<file path="config.mk">
export PLATFORM = sky130hd
export DESIGN_NAME = cfg_loader
export DESIGN_NICKNAME = d
export VERILOG_FILES = /design/src/rtl/cfgld_pkg.sv /design/src/rtl/cfgld_dpath.sv /design/src/rtl/cfgld_ctrl.sv /design/src/rtl/cfg_loader.sv
export SDC_FILE = /design/constraint.sdc
export NUM_CORES = 1
export LEC_CHECK = 0
export BUFFER_PORTS_ARGS = -buffer_cell sky130_fd_sc_hd__buf_2
export CORE_MARGIN = 2
export CORE_UTILIZATION = 35
export CTS_CLUSTER_SIZE = 12
export DETAILED_ROUTE_END_ITERATION = 8
export MAX_ROUTING_LAYER = met4
export PLACE_DENSITY = 0.6
export SLEW_MARGIN = 30
export SYNTH_ARGS = -nofsm -noshare
export SYNTH_HDL_FRONTEND = slang
export SYNTH_SLANG_ARGS = --single-unit
</file>
<file path="constraint.sdc">
create_clock -name clk -period 3.5 [get_ports clk]
set_clock_uncertainty 0.15 [all_clocks]
set_input_delay 0.35 -clock clk [delete_from_list [all_inputs] [get_ports clk]]
set_output_delay 0.35 -clock clk [all_outputs]
set_load 0.02 [all_outputs]
</file>
<file path="src/rtl/cfgld_pkg.sv">
package cfgld_pkg;
  typedef enum logic [2:0] {
    S_IDLE, S_REQ, S_WAIT, S_XFER, S_TAIL, S_FIN
  } ldState_t;

  typedef struct packed {
    logic clear;    // wipe shifter at sequence start
    logic run;      // configuration clock may toggle
    logic load;     // take inData into shifter
    logic freeRun;  // toggle clock with no data (post-data phase)
  } ldStrobe_t;
endpackage

</file>
<file path="src/rtl/cfgld_dpath.sv">
module cfgld_dpath
  import cfgld_pkg::*;
#(
  parameter int DIV_W = 8
) (
  input  logic             clk,
  input  logic             rstN,
  input  ldStrobe_t        st,
  input  logic             parMode,
  input  logic [DIV_W-1:0] clkHalf,
  input  logic [7:0]       inData,
  input  logic             statusIn,
  input  logic             doneIn,
  output logic             statusS,
  output logic             doneS,
  output logic             empty,
  output logic             rise,
  output logic             tgtClk,
  output logic [7:0]       tgtData
);
  localparam int DW1 = DIV_W + 1;

  logic [1:0]       statSh, doneSh;
  logic [DIV_W-1:0] divCnt, halfLim;
  logic             clkQ, active, halfDone, fall;
  logic [7:0]       sr;
  logic [3:0]       bitsLeft;

  always_ff @(posedge clk or negedge rstN) begin
    if (!rstN) begin
      statSh <= '0;
      doneSh <= '0;
    end else begin
      statSh <= {statSh[0], statusIn};
      doneSh <= {doneSh[0], doneIn};
    end
  end
  assign statusS = statSh[1];
  assign doneS   = doneSh[1];

  assign halfLim  = (clkHalf == '0) ? DIV_W'(1) : clkHalf;
  assign halfDone = (DW1'(divCnt) + DW1'(1)) >= DW1'(halfLim);
  assign active   = (bitsLeft != 4'd0) || st.freeRun;
  assign rise     = st.run && !clkQ && active && halfDone;
  assign fall     = st.run && clkQ && halfDone;
  assign empty    = (bitsLeft == 4'd0) && !clkQ;

  always_ff @(posedge clk or negedge rstN) begin
    if (!rstN) begin
      clkQ <= 1'b0; divCnt <= '0; sr <= '0; bitsLeft <= '0;
    end else if (st.clear || !st.run) begin
      clkQ <= 1'b0; divCnt <= '0; sr <= '0; bitsLeft <= '0;
    end else if (st.load) begin
      sr       <= inData;
      bitsLeft <= parMode ? 4'd1 : 4'd8;
      divCnt   <= '0;
    end else if (fall) begin
      clkQ   <= 1'b0;
      divCnt <= '0;
      if (bitsLeft != 4'd0) begin
        bitsLeft <= bitsLeft - 4'd1;
        sr       <= parMode ? 8'd0 : (sr >> 1);
      end
    end else if (rise) begin
      clkQ   <= 1'b1;
      divCnt <= '0;
    end else if (clkQ || active) begin
      divCnt <= divCnt + DIV_W'(1);
    end
  end

  assign tgtClk  = clkQ;
  assign tgtData = parMode ? sr : {7'd0, sr[0]};

  a_r4_data_steady_high: assert property (@(posedge clk) disable iff (!rstN)
    (clkQ && $past(clkQ)) |-> $stable(tgtData));

  a_r8_stall_clock_low: assert property (@(posedge clk) disable iff (!rstN)
    (st.run && empty && !st.load && !st.freeRun) |=> !clkQ);

  a_r5_high_phase_min: assert property (@(posedge clk) disable iff (!rstN)
    ($rose(clkQ) && clkHalf > DIV_W'(1) && st.run) |-> !halfDone);
endmodule

</file>
<file path="src/rtl/cfgld_ctrl.sv">
module cfgld_ctrl
  import cfgld_pkg::*;
#(
  parameter int CNT_W = 16
) (
  input  logic             clk,
  input  logic             rstN,
  input  logic             start,
  input  logic [CNT_W-1:0] reqMin,
  input  logic [CNT_W-1:0] tailMax,
  input  logic             inValid,
  input  logic             inLast,
  input  logic             statusS,
  input  logic             doneS,
  input  logic             empty,
  input  logic             rise,
  output ldStrobe_t        st,
  output logic             inReady,
  output logic             tgtReqN,
  output logic             busy,
  output logic             cfgDone,
  output logic             cfgErr
);
  localparam int CW1 = CNT_W + 1;

  ldState_t         state, nState;
  logic [CNT_W-1:0] cnt;
  logic             sawLow, lastSeen, doneQ, errQ;
  logic             load, finOk, finErr, lowNow;

  assign lowNow = sawLow || !statusS;
  assign load   = (state == S_XFER) && empty && inValid && !lastSeen && statusS;

  always_comb begin
    nState = state;
    finOk  = 1'b0;
    finErr = 1'b0;
    unique case (state)
      S_IDLE, S_FIN: if (start) nState = S_REQ;
      S_REQ: if (lowNow && (CW1'(cnt) + CW1'(1) >= CW1'(reqMin))) nState = S_WAIT;
      S_WAIT: if (statusS) nState = S_XFER;
      S_XFER: begin
        if (!statusS) begin nState = S_FIN; finErr = 1'b1; end
        else if (empty && lastSeen) nState = S_TAIL;
      end
      S_TAIL: begin
        if (!statusS) begin nState = S_FIN; finErr = 1'b1; end
        else if (doneS) begin nState = S_FIN; finOk = 1'b1; end
        else if (cnt >= tailMax) begin nState = S_FIN; finErr = 1'b1; end
      end
      default: nState = S_IDLE;
    endcase
  end

  always_ff @(posedge clk or negedge rstN) begin
    if (!rstN) begin
      state <= S_IDLE; cnt <= '0; sawLow <= 1'b0; lastSeen <= 1'b0;
      doneQ <= 1'b0; errQ <= 1'b0;
    end else begin
      state <= nState;
      if (nState != state) cnt <= '0;
      else if (state == S_REQ || (state == S_TAIL && rise)) cnt <= cnt + CNT_W'(1);
      if ((state == S_IDLE || state == S_FIN) && start) begin
        sawLow <= 1'b0; lastSeen <= 1'b0; doneQ <= 1'b0; errQ <= 1'b0;
      end else begin
        if (state == S_REQ && !statusS) sawLow <= 1'b1;
        if (load && inLast) lastSeen <= 1'b1;
        if (finOk) doneQ <= 1'b1;
        if (finErr) errQ <= 1'b1;
      end
    end
  end

  assign st.clear   = (state == S_IDLE || state == S_FIN) && start;
  assign st.run     = (nState == S_XFER) || (nState == S_TAIL);
  assign st.load    = load;
  assign st.freeRun = (state == S_TAIL);
  assign inReady    = load;
  assign tgtReqN    = (state != S_REQ);
  assign busy       = (state == S_REQ) || (state == S_WAIT) ||
                      (state == S_XFER) || (state == S_TAIL);
  assign cfgDone    = doneQ;
  assign cfgErr     = errQ;

  a_r2_release_after_low: assert property (@(posedge clk) disable iff (!rstN)
    $rose(tgtReqN) |-> sawLow);

  a_r3_no_edge_before_ready: assert property (@(posedge clk) disable iff (!rstN)
    (state == S_REQ || state == S_WAIT) |-> !rise);

  a_r10_abort_on_status: assert property (@(posedge clk) disable iff (!rstN)
    ((state == S_XFER || state == S_TAIL) && !statusS) |=> (cfgErr && !busy));

  a_r9_done_success: assert property (@(posedge clk) disable iff (!rstN)
    (state == S_TAIL && statusS && doneS) |=> (cfgDone && !cfgErr && !busy));

  a_r11_tail_timeout: assert property (@(posedge clk) disable iff (!rstN)
    (state == S_TAIL && statusS && !doneS && cnt >= tailMax) |=> cfgErr);

  a_r12_no_take_after_last: assert property (@(posedge clk) disable iff (!rstN)
    lastSeen |-> !inReady);
endmodule

</file>
<file path="src/rtl/cfg_loader.sv">
module cfg_loader
  import cfgld_pkg::*;
#(
  parameter int DIV_W = 8,
  parameter int CNT_W = 16
) (
  input  logic             clk,
  input  logic             rstN,
  input  logic             start,
  input  logic             parMode,
  input  logic [DIV_W-1:0] clkHalf,
  input  logic [CNT_W-1:0] reqMin,
  input  logic [CNT_W-1:0] tailMax,
  input  logic [7:0]       inData,
  input  logic             inValid,
  input  logic             inLast,
  output logic             inReady,
  input  logic             tgtStatus,
  input  logic             tgtDoneIn,
  output logic             tgtReqN,
  output logic             tgtClk,
  output logic [7:0]       tgtData,
  output logic             busy,
  output logic             cfgDone,
  output logic             cfgErr
);
  ldStrobe_t st;
  logic statusS, doneS, empty, rise;

  cfgld_ctrl #(.CNT_W(CNT_W)) uCtrl (
    .clk(clk), .rstN(rstN), .start(start), .reqMin(reqMin), .tailMax(tailMax),
    .inValid(inValid), .inLast(inLast), .statusS(statusS), .doneS(doneS),
    .empty(empty), .rise(rise), .st(st), .inReady(inReady), .tgtReqN(tgtReqN),
    .busy(busy), .cfgDone(cfgDone), .cfgErr(cfgErr)
  );

  cfgld_dpath #(.DIV_W(DIV_W)) uDpath (
    .clk(clk), .rstN(rstN), .st(st), .parMode(parMode), .clkHalf(clkHalf),
    .inData(inData), .statusIn(tgtStatus), .doneIn(tgtDoneIn),
    .statusS(statusS), .doneS(doneS), .empty(empty), .rise(rise),
    .tgtClk(tgtClk), .tgtData(tgtData)
  );

  a_r1_idle_quiet: assert property (@(posedge clk) disable iff (!rstN)
    !busy |-> (tgtReqN && !tgtClk && tgtData == 8'd0));
endmodule

</file>
==> reports/results.tsv, run 1 <==
metric	value	unit
status	stopped before the end	
DP Worst Slack	-0.0582	ns
Synth Cell Area	3870	um2
largest family of logic cells by synthesized area	simple AND/OR/NAND/NOR gates	
post-synthesis adder-cell area fraction	14.2	%
Mapped Nets	554	
TritonCTS Buffers	5	
Async SR Flop Fraction	100	%
Syn Inst Count	454	
post-synthesis simple-gate area fraction	21.2	%
GRT Resource Usage Total	17.1	%
Compound-Gate Fraction of Synth Area	21.1	%
grt repair worst endpoint	uCtrl.cnt[6]$_DFFE_PN0P_/D	
Synth top area share	31.0	%
sequential element share of the synthesized area	31.0	%
PortBufs	69	
Die Height	109	um
clock buffer depth	2	
Last stage	detailed routing	
total congestion overflow	0	
EDFF count, synth	0	
placed cell area	4520	um2
hpwl dp	7420	um
first-pass GRT wire length	15700	um
Avg Synthesized Cell Area	8.53	um2
vias in the first global route	3397	
FF+latch count, synth	48	
top cells by area, synth	dfrtp_1 31%, ha_1 14%, inv_1 4.9%	
GPL Wtd Cong	0.847	
# rows	38	
Stop Error	[ERROR DRT-0255] Maze Route cannot find path of net clk in worker of routeBox ( 96600 0 ) ( 109205 48300 ).	
Root Buffer	clkbuf_8	
synth warn	0	
Ports	70	
initial antenna violation count	0	
Distinct cells, synth	69	
die span in x	109	um
mux share of post-synthesis cell area	0.517	%
ys flop type	dfrtp_1	
Starting Density	35.7	%
H-tree levels	2	
clock sinks	48	
XOR/XNOR share of the synthesized area	4.52	%
largest net degree at the start of global routing	35	
kind of pin the worst path terminates on	register data pin	
most area-hungry cell type in the Yosys netlist	dfrtp_1	
## what timing repair did
item / in CTS / in global routing
setup endpoints to repair: 6 / 27
setup buffers: 0 / 3
pin swaps: 2 / 21
hold buffers: 2 / 0
cloned: 0 / 1
resized for setup: 2 / 65
endpoints found under the hold margin: 2 / 0
## cell families after synthesis
family                   after synthesis
AND/OR/NAND/NOR                      163
AO/OA/AOI/OAI                        114
flip-flops                            48
XOR/XNOR                              20
multiplexers                           2
adder cells (fa/ha/maj)               44
buffers and inverters                 63
## synth_stat cells (all sizes together), types with 4 or more instances
| master | number |
|---|---|
| a211oi | 5 |
| nor2b | 4 |
| o21bai | 5 |
| nand3 | 18 |
| nand2 | 46 |
| nor2 | 40 |
| nor3 | 7 |
| a22o | 5 |
| a21oi | 28 |
| inv | 51 |
| a21o | 5 |
| ha | 44 |
| and3 | 7 |
| xnor2 | 14 |
| nand4 | 5 |
| and2 | 8 |
| dfrtp | 48 |
| a221oi | 4 |
| buf | 9 |
| xor2 | 6 |
| nand2b | 9 |
| nor3b | 4 |
| a22oi | 9 |
| o21ai | 31 |
## metal layers
| metal | track usage (%) |
|---|---|
| met5 | - |
| met4 | 3.44 |
| met3 | 2.99 |
| met2 | 29.5 |
| met1 | 21.1 |
## stage by stage
stage / std cells / setup TNS, ns
after floorplan: 454 / 0
after global placement: 679 / 0
after detailed placement: 679 / -0.0589
after CTS: 688 / 0
after global routing: 692 / -1.51
==> inputs of run 2 (changes only) <==
--- a/config.mk
+++ b/config.mk
@@ -7,11 +7,9 @@
 export LEC_CHECK = 0
 export BUFFER_PORTS_ARGS = -buffer_cell sky130_fd_sc_hd__buf_2
 export CORE_MARGIN = 2
-export CORE_UTILIZATION = 35
-export CTS_CLUSTER_SIZE = 12
+export CORE_UTILIZATION = 20
 export DETAILED_ROUTE_END_ITERATION = 8
-export MAX_ROUTING_LAYER = met4
-export PLACE_DENSITY = 0.6
+export PLACE_DENSITY_LB_ADDON = 0.15
 export SLEW_MARGIN = 30
 export SYNTH_ARGS = -nofsm -noshare
 export SYNTH_HDL_FRONTEND = slang
==> constraint.sdc (replaced) <==
create_clock -name clk -period 4.5 [get_ports clk]
set_clock_uncertainty 0.15 [all_clocks]
set_input_delay 0.45 -clock clk [delete_from_list [all_inputs] [get_ports clk]]
set_output_delay 0.45 -clock clk [all_outputs]
set_load 0.02 [all_outputs]
==> run 2 against run 1 <==
  * The run now ends clean
  * Synthesized area unchanged
  * Global-route usage is 6.5 points lower
  * Synthesized cell count stayed put
==> reports/results.tsv, run 2 <==
metric	value	unit	change
Worst Path Class, Setup	reg2reg		
Reg with most FFs	uCtrl.cnt		
TritonCTS Buffers	5		unchanged
VDD IR max	0.115	mV	
# rows	50		+32%
GPL Wtd Cong	0.773		-8.7%
post-route ant nets	0		
number of vias in the routed layout	3382		
wire length on met2	5160	um	
status	completed		
critical path cell sequence	ha_1 -> and3_2 -> nand3_1 -> inv_1 -> nand3_1 -> nor2_1 -> and3_1 -> xnor2_1 -> inv_1 -> ha_1 -> nand4_1 -> nor3_1 -> a41o_1 -> a22oi_1 -> nand3b_1 -> a21oi_2 -> o21ai_4 -> o21ai_0		
synth warn	0		unchanged
Crit path largest cell delay	0.46	ns	
Crit path max-delay family	simple AND/OR/NAND/NOR gates		
slew margin rel.	54.4	%	
f_max	0.246	GHz	
hpwl dp	8380	um	+13%
initial DRC count	165		
critical path fanouts, max	10		
H-tree levels	2		unchanged
register area	1200	um2	
PortBufs	69		unchanged
layout net count	622		
DP Worst Slack	0.366	ns	+0.424 ns
layout cells sized above 1	19.7	%	
clock sinks	48		unchanged
top sig layer	met4		
most area-hungry cell type in the Yosys netlist	dfrtp_1		
synth cell count leaders	51 x inv_1, 48 x dfrtp_1, 45 x nand2_1, 44 x ha_1, 39 x nor2_1		
final period utilization	90.5	%	
area of the multi-input gates	2400	um2	
Die Height	143	um	+31%
most frequent cells in the layout	69 x buf_2, 51 x inv_1, 48 x dfrtp_1		
Starting Density	20.6	%	-15 points
Avg Synthesized Cell Area	8.53	um2	unchanged
ys flop type	dfrtp_1		
Crit path arrival time	4.08	ns	
die span in x	143	um	+31%
vias in the first global route	3382		-0.44%
P per Cell Area	301	nW/um2	
Hold WC Path Type	in2reg		
Layout fillers	2082		
Async SR Flop Fraction	100	%	unchanged
fin crit period	4.07	ns	
Distinct cells, synth	69		unchanged
Critical Path Sink Type	flop		
max reg flops	16		
max-cap violations	0		
die area	20500	um2	
Synth Cell Area	3870	um2	unchanged
drt first pass iters	5		
Mapped Nets	554		unchanged
post-route setup TNS	0	ns	
placed cells	774		+14%
Startpoint Class	flop		
initial antenna violation count	0		unchanged
wl on met1	4840	um	
total wire length	10500	um	
first-pass GRT wire length	17000	um	+8.1%
max-slew violations	0		
GRT Resource Usage Total	10.5	%	-6.5 points
vias per inst	4.32		
Ports	70		unchanged
crit path buf inv count	2		
count leader, synth	inv_1		
clock buffer depth	2		unchanged
clock-pin slew on the worst setup and hold paths	0.08	ns	
Synth top area share	31.0	%	unchanged
worst slew pin tran	0.684	ns	
metal3 WL	464	um	
Slowest-stage cell, CP	dfrtp_1		
Syn Inst Count	454		unchanged
worst setup margin	0.429	ns	
total congestion overflow	0		unchanged
most common cell after layout, fill and taps aside	buf_2		
final core occ	24.7	%	
n_diodes	0		
Worst-Skew Late Latency	0.30	ns	
CTS tree	yes		
Leakage	2.33	nW	
area delta synth->final	19.8	%	
Root Buffer	clkbuf_16		
Critical Path RT	4.50	ns	
final hold violation count	0		
biggest regs	uCtrl.cnt: 16 flops, uDpath.divCnt: 8 flops, uDpath.sr: 8 flops		
wire per inst	13.5	um	
EDFF count, synth	0		unchanged
RSZ-0062 raised after global routing	false		
final setup fails	0		
sequential element share of the synthesized area	31.0	%	unchanged
FF+latch count, synth	48		unchanged
core footprint	18800	um2	
drt drc	0		
top cells by area, synth	dfrtp_1 31%, ha_1 14%, inv_1 4.9%		
largest net degree at the start of global routing	37		+5.7%
fin cells	783		
==> run 2: worst paths after layout <==
path	startpoint	end	slack [ns]	cells past startpoint
setup / recovery	uCtrl.cnt[0]	uCtrl.cnt[1]	0.43	18
hold / removal	tgtDoneIn	uDpath.doneSh[0]	0.11	1
setup reg to reg	uCtrl.cnt[0]	uCtrl.cnt[1]	0.43	18
hold reg to reg	uDpath.doneSh[0]	uDpath.doneSh[1]	0.20	0
max in group asynchronous	rstN	uDpath.sr[0]	2.94	3
min in group asynchronous	rstN	uCtrl.cnt[14]	0.45	2
==> run 2: kinds of logic (layout without fill, tap and decap cells) <==
logic type | count (synthesis) | after routing | share of synthesized area (%)
AOI/OAI and AO/OA | 114 | 114 | 21.1
and+or+nand+nor | 163 | 163 | 21.2
xor gates and xnor gates | 20 | 20 | 4.52
buffers and inverters | 63 | 132 | 7.46
DFF | 48 | 48 | 31.0
adders and majority gates | 44 | 44 | 14.2
muxes | 2 | 2 | 0.517
==> run 2: repair_timing <==
| action | 4_1_cts | 5_1_grt |
|---|---|---|
| gates resized for setup | 0 | 2 |
| hold buffers | 1 | 0 |
| setup buffers | 0 | 0 |
| endpoints found under the hold margin | 12 | 0 |
| setup endpoints to repair | 0 | 16 |
==> run 2: layer usage <==
metal,vias to the layer above,track usage (%)
met5,-,0
met4,0,2.55
met3,4,1.84
met2,79,18.3
met1,1573,13.6
li1,1726,-
==> run 2: power breakdown <==
part	total, W	switching [W]	internal, W
Combinational	0.000464	0.000282	0.000182
Clock	0.000391	0.000181	0.000210
Sequential	0.000541	0.0000653	0.000476
Total	0.00140	0.000528	0.000869
==> run 2: metrics by stage <==
stage | area (um2) | hold WS (ns) | total power, W
2_1_floorplan | 3870 | 0.00441 | 0.000862
3_3_place_gp | 4470 | 0.189 | 0.00101
3_5_place_dp | 4470 | 0.187 | 0.00102
4_1_cts | 4630 | 0.105 | 0.00142
5_1_grt | 4640 | 0.103 | 0.00152
6_report | 4640 | 0.112 | 0.00140
==> run 2: area by class of cell <==
class                   count  area share [%]
multi-input cells         343            51.6
well taps                 260            7.01
clock inverters             3           0.539
flip-flops and latches     48            25.9
clock buffers               5            2.70
inverters                  51            4.12
repair buffers             73            8.14
Power figures use the tool's default switching activity.
